===== src/rtl/str_const_port.sv =====
module str_const_port #(
  parameter int          AW        = 8,
  parameter int          DW        = 8,
  parameter int          BUS_AW    = 8,
  parameter logic [7:0]  PORT_ADDR = 8'h0E
) (
  input  logic              clk,
  input  logic              rst_n,
  input  logic [BUS_AW-1:0] bus_addr,
  input  logic              bus_wr,
  input  logic              bus_rd,
  input  logic [DW-1:0]     bus_wdata,
  output logic [DW-1:0]     rd_data
);
  localparam logic [AW-1:0] PTR_ONE = AW'(1);

  logic [AW-1:0] ptr;
  logic          sel, load_en, step_en;

  assign sel     = (bus_addr == BUS_AW'(PORT_ADDR));
  assign load_en = sel && bus_wr;
  assign step_en = sel && bus_rd && !bus_wr;

  function automatic logic [DW-1:0] table_byte(input logic [AW-1:0] a);
    logic [7:0] v;
    case (8'(a))
      8'h00: v = "H";
      8'h01: v = "E";
      8'h02: v = "L";
      8'h03: v = "L";
      8'h04: v = "O";
      8'h10: v = "R";
      8'h11: v = "E";
      8'h12: v = "A";
      8'h13: v = "D";
      8'h14: v = "Y";
      8'h15: v = ">";
      8'h20: v = "E";
      8'h21: v = "R";
      8'h22: v = "R";
      8'h23: v = " ";
      8'h24: v = "4";
      8'h25: v = "2";
      8'hFE: v = "Z";
      8'hFF: v = "!";
      default: v = 8'h00;
    endcase
    return DW'(v);
  endfunction

  always_ff @(posedge clk) begin
    if (!rst_n)       ptr <= '0;
    else if (load_en) ptr <= AW'(bus_wdata);
    else if (step_en) ptr <= ptr + PTR_ONE;
  end

  assign rd_data = sel ? table_byte(ptr) : '0;
endmodule


===== config.mk =====
export PLATFORM = sky130hd
export DESIGN_NAME = str_const_port
export DESIGN_NICKNAME = d
export VERILOG_FILES = /design/src/rtl/str_const_port.sv
export SDC_FILE = /design/constraint.sdc
export NUM_CORES = 1
export LEC_CHECK = 0
export ABC_AREA = 1
export BUFFER_PORTS_ARGS = -buffer_cell sky130_fd_sc_hd__buf_2
export CORE_ASPECT_RATIO = 0.75
export CORE_MARGIN = 3
export CORE_UTILIZATION = 52
export DETAILED_ROUTE_END_ITERATION = 6
export PLACE_DENSITY = 0.84
export SYNTH_ARGS = -nofsm -noshare
export SYNTH_HDL_FRONTEND = slang
export SYNTH_SLANG_ARGS = --single-unit

===== constraint.sdc =====
create_clock -name clk -period 1.9 [get_ports clk]
set_clock_uncertainty 0.1 [all_clocks]
set_input_delay 0.285 -clock clk [delete_from_list [all_inputs] [get_ports clk]]
set_output_delay 0.285 -clock clk [all_outputs]
set_load 0.1 [all_outputs]

==> results of run 1 <==
logic make-up after synthesis:
kind of cell             Yosys count
flip-flops                         8
AND/OR/NAND/NOR                  103
AO/OA/AOI/OAI                     25
buffers and inverters             26
XOR/XNOR                           4
other                              1
adder cells (fa/ha/maj)            4
cells in the mapped netlist (2+ instances only):
master,instances
sky130_fd_sc_hd__nor2_2,4
sky130_fd_sc_hd__nand3_2,3
sky130_fd_sc_hd__o211a_1,2
sky130_fd_sc_hd__ha_1,4
sky130_fd_sc_hd__dfxtp_1,8
sky130_fd_sc_hd__o21ai_0,6
sky130_fd_sc_hd__nand2_2,5
sky130_fd_sc_hd__inv_2,4
sky130_fd_sc_hd__nand3_1,16
sky130_fd_sc_hd__nand2_1,40
sky130_fd_sc_hd__nand4_1,2
sky130_fd_sc_hd__buf_4,2
sky130_fd_sc_hd__inv_1,19
sky130_fd_sc_hd__xor2_1,4
sky130_fd_sc_hd__nor2_1,26
sky130_fd_sc_hd__a21oi_1,10
sky130_fd_sc_hd__nor3_2,2
sky130_fd_sc_hd__nor2_4,2
repair_timing:
item	4_1_cts
hold buffers	0
pin swaps	15
setup buffers	8
endpoints found under the setup margin	7
gates resized for setup	24
metrics by stage:
step	hold slack (ps)	worst slack (ps)	util, %	TNS (ps)
2_1_floorplan	306	-181	-	-434
3_3_place_gp	422	-58.0	85.1	-94.0
4_1_cts	203	-292	96.0	-1630
3_5_place_dp	438	-84.5	85.1	-161
==> results.tsv, run 1 <==
metric	value	unit
placed_area	0.00151	mm²
port_buffers	26	
yosysTopAreaCellShare	16.0	%
dpl.hpwl	2540	µm
max-clock-path-buffers	2	
cells_taking_the_most_area_after_synthesis	sky130_fd_sc_hd__dfxtp_1 (16%), sky130_fd_sc_hd__nand2_1 (15%), sky130_fd_sc_hd__nor2_1 (9.7%), sky130_fd_sc_hd__nand3_1 (8.0%), sky130_fd_sc_hd__inv_1 (7.1%)	
syn-mean-instance-area	5.87	µm²
die_h	44.0	µm
synth_seq_cells	8	
num_io_pins	28	
synth_async_sr_flop_share	0	%
cts-htree-levels	1	
synth-compound-area-share	15.1	%
synthXorXnorAreaFrac	3.49	%
grt_start_max_net_pins	10	
synth-simple-area-share	48.9	%
post_synth_mux_area_share	0	%
synth_fp_nets	195	
root_buffer	sky130_fd_sc_hd__clkbuf_4	
yosys_warnings	0	
flow.first_error	[ERROR DPL-0038] Utilization greater than 100%, impossible to legalize	
synth-seq-area-share	16.0	%
haltStage	global routing	
synth_adder_area_share	4.99	%
run_status	stopped before the end	
floorplan.rows	13	
synth_cells	171	
numCtsBuffers	3	
start_util	56.6	%
yosysUniqueCellTypes	30	
die_width	56.7	µm
timing.worst_endpoint.kind	top-level output	
synth_area_leader_cell	sky130_fd_sc_hd__dfxtp_1	
cts.sinks	8	
routabilityCongestion	0.969	
dp.cells	233	
synth_flop_cell	sky130_fd_sc_hd__dfxtp_1	
syn_area	0.00100	mm²
synth_edf_count	0	
synth_top_family_by_area	simple AND/OR/NAND/NOR gates	
postGrtWorstEndpoint	rd_data[6]	
==> inputs of run 2 (changes only) <==
--- a/config.mk
+++ b/config.mk
@@ -7,11 +7,10 @@
 export LEC_CHECK = 0
 export ABC_AREA = 1
 export BUFFER_PORTS_ARGS = -buffer_cell sky130_fd_sc_hd__buf_2
-export CORE_ASPECT_RATIO = 0.75
-export CORE_MARGIN = 3
-export CORE_UTILIZATION = 52
+export CORE_AREA = 3 3 64 66
 export DETAILED_ROUTE_END_ITERATION = 6
-export PLACE_DENSITY = 0.84
+export DIE_AREA = 0 0 67 69
+export PLACE_DENSITY_LB_ADDON = 0.15
 export SYNTH_ARGS = -nofsm -noshare
 export SYNTH_HDL_FRONTEND = slang
 export SYNTH_SLANG_ARGS = --single-unit
==> run 2 against run 1 <==
  * The flow now finishes, with violations (negative setup slack)
  * Synthesized cell count stayed put
  * Area after synthesis stayed put
==> results.tsv, run 2 <==
metric	value	unit	change
run_status	finished, violations left		
failed_checks	negative setup slack		
die_width	67	µm	+18%
min_path_cells	3		
p_sw_share	25.4	%	
antenna_left	0		
timing.reg2reg.worst_path_depth	7		
synth_flop_cell	sky130_fd_sc_hd__dfxtp_1		
power.switching	114	µW	
core_area	0.00363	mm²	
route.detailed.vias_per_inst	4.59		
yosys_warnings	0		unchanged
max-clock-path-buffers	2		unchanged
total_power	448	µW	
die_h	69	µm	+57%
tritoncts	built		
cts.clk_slew.worst_paths	50	ps	
drt_iter0_drc	43		
critical_path.startpoint_type	flop		
grt_pass1_wl	5180	µm	
grt_pass1_vias	1214		
yosysTopAreaCellShare	16.0	%	unchanged
post-route-drc-count	0		
rsz0062_at_grt	yes		
num-nets-final	248		
critPathSlowestCell	sky130_fd_sc_hd__dfxtp_4		
cells_taking_the_most_area_after_synthesis	sky130_fd_sc_hd__dfxtp_1 (16%), sky130_fd_sc_hd__nand2_1 (15%), sky130_fd_sc_hd__nor2_1 (9.7%), sky130_fd_sc_hd__nand3_1 (8.0%), sky130_fd_sc_hd__inv_1 (7.1%)		
min_period_over_period	112	%	
post_route_setup_tns	-1130	ps	
synth_async_sr_flop_share	0	%	unchanged
setup-violations-final	7		
timing.critical_path.required	1510	ps	
reported_max_cap_violation_count	0		
dr.pass1.iters	4		
avgRoutedWirePerCell	11.5	µm	
wirelength	3130	µm	
num_io_pins	28		unchanged
timing.fmax	0.470	GHz	
routabilityCongestion	0.822		-15%
utilization	48.7	%	
clock_power_share	49.9	%	
synth_area_leader_cell	sky130_fd_sc_hd__dfxtp_1		
internal_power	334	µW	
synth.most_common_cell	sky130_fd_sc_hd__nand2_1		
cts-htree-levels	1		unchanged
post-route-worst-setup-slack	-226	ps	
numCtsBuffers	3		unchanged
max_stage_delay	370	ps	
finalHoldViolations	0		
largestRegisters	ptr: 8 flops		
seq_power_share	36.6	%	
area_growth	76.3	%	
final_common_cell	sky130_fd_sc_hd__nand2_1		
root_buffer	sky130_fd_sc_hd__clkbuf_8		
vias	1245		
cts.sinks	8		unchanged
global_route.overflow_total	0		
worstPathCellList	inv_4, ha_4, nand3_4, nor2_4, nor2_2, nand2_1, nor2_2, nand2_2, nand2_4, a21oi_4, buf_12		
synth_fp_nets	195		unchanged
crit_path_max_fanout	4		
synth_edf_count	0		unchanged
worstHoldPathType	primary input to flop		
cp.arrival	1740	ps	
synth_cells	171		unchanged
fin_crit	2130	ps	
grt_start_max_net_pins	10		
n_fill_cell	376		
largest_reg_flops	8		
commonest_cells_after_routing_fill_and_taps_aside	sky130_fd_sc_hd__nand2_1 (30), sky130_fd_sc_hd__buf_4 (23), sky130_fd_sc_hd__nor2_1 (19), sky130_fd_sc_hd__buf_2 (19), sky130_fd_sc_hd__nand3_1 (15)		
clk-insertion-delay-late	240	ps	
floorplan.die_area	0.00462	mm²	
dp.cells	259		+11%
worstSetupPathType	flop to primary output		
grt_antenna_before_repair	0		
n_antenna_cell	0		
power_density_of_the_placed_cells	253	mW/mm²	
largest-register	ptr		
timing_max_transition_violations_final	0		
synth_seq_cells	8		unchanged
end_kind	primary output		
seq_area	180	µm²	
critical_path_buf_inv_count	2		
drive_gt1_share	52.5	%	
timing.critical_path.max_delay_family	simple AND/OR/NAND/NOR gates		
vdd_ir_drop_max	0.000257	V	
p_comb_share	13.5	%	
stages_on_worst_setup_path	11		
finish.cell_count_without_fillers	271		
floorplan.rows	22		+9
cellLeakagePower	0.000769	µW	
synth-seq-area-share	16.0	%	unchanged
grt_usage	13.9	%	
start_util	27.6	%	-29 points
syn-mean-instance-area	5.87	µm²	unchanged
port_buffers	26		unchanged
cpMostUsedCell	sky130_fd_sc_hd__nor2_2		
multi_input_comb_area	952	µm²	
yosysUniqueCellTypes	30		unchanged
dpl.hpwl	2580	µm	+1.4%
synthTopCellsByCount	sky130_fd_sc_hd__nand2_1 (40), sky130_fd_sc_hd__nor2_1 (26), sky130_fd_sc_hd__inv_1 (19), sky130_fd_sc_hd__nand3_1 (16), sky130_fd_sc_hd__a21oi_1 (10)		
syn_area	0.00100	mm²	unchanged
cts_hold_buffers	0		unchanged
run 2: cell counts after synthesis:
No cell type changed its count.
run 2: worst register-to-register path, stage by stage (launching register included):
cell and delay (ps):
sky130_fd_sc_hd__dfxtp_4 400, sky130_fd_sc_hd__buf_4 140, sky130_fd_sc_hd__nand3_1 120, sky130_fd_sc_hd__nor2_1 200, sky130_fd_sc_hd__xor2_1 170, sky130_fd_sc_hd__nand2_1 70, sky130_fd_sc_hd__nand3_1 80, sky130_fd_sc_hd__a21oi_1 60
run 2: power groups by stage:
| stage | Clock [µW] | Sequential (µW) | Combinational [µW] |
|---|---|---|---|
| 4_1_cts | 222 | 166 | 60.0 |
| 5_1_grt | 228 | 164 | 65.8 |
| 3_3_place_gp | 0 | 170 | 56.2 |
| 6_report | 224 | 164 | 60.4 |
| 3_5_place_dp | 0 | 170 | 58.2 |
| 2_1_floorplan | 0 | 170 | 28.6 |
run 2: cells by family (layout without fill, tap and decap cells):
group	count (synthesis)	count (layout)	share of synthesized area, %
compound gates	25	25	15.1
xor+xnor	4	4	3.49
fa+ha+maj	4	4	4.99
buf+inv	26	78	11.2
flops	8	8	16.0
other cells	1	1	0.374
simple gates	103	103	48.9
run 2: timing repair:
action	4_1_cts	5_1_grt
endpoints found under the hold margin	0	0
setup buffers	7	1
endpoints found under the setup margin	7	7
pin swaps	13	8
resized for setup	24	12
run 2: worst paths after layout:
check / startpoint / end / slack (ps)
hold reg to reg: ptr[3] / ptr[3] / 430
hold / removal: rst_n / ptr[6] / 230
setup / recovery: ptr[1] / rd_data[2] / -230
setup reg to reg: ptr[2] / ptr[5] / 440
run 2: through the flow:
step,worst slack [ps],cell area (µm²),hold slack [ps]
6_report,-226,1770,228
5_1_grt,-287,1770,272
4_1_cts,-219,1740,240
3_5_place_dp,-53.8,1540,427
3_3_place_gp,-34.2,1540,427
2_1_floorplan,-181,1150,306
run 2: routing by layer:
layer,track usage [%],part of all wire [%]
met5,0,0
met4,3.38,0.67
met3,1.63,2.8
met2,26.0,55
met1,16.0,41
run 2: final cells by class:
cell class              count  share of cell area, %
repair buffers             51                   24.3
inverters                  23                   5.73
clock buffers               4                   2.55
well taps                  48                   3.39
flip-flops and latches      8                   10.2
multi-input cells         137                   53.8
No activity file was read; power rests on OpenSTA's default activity.
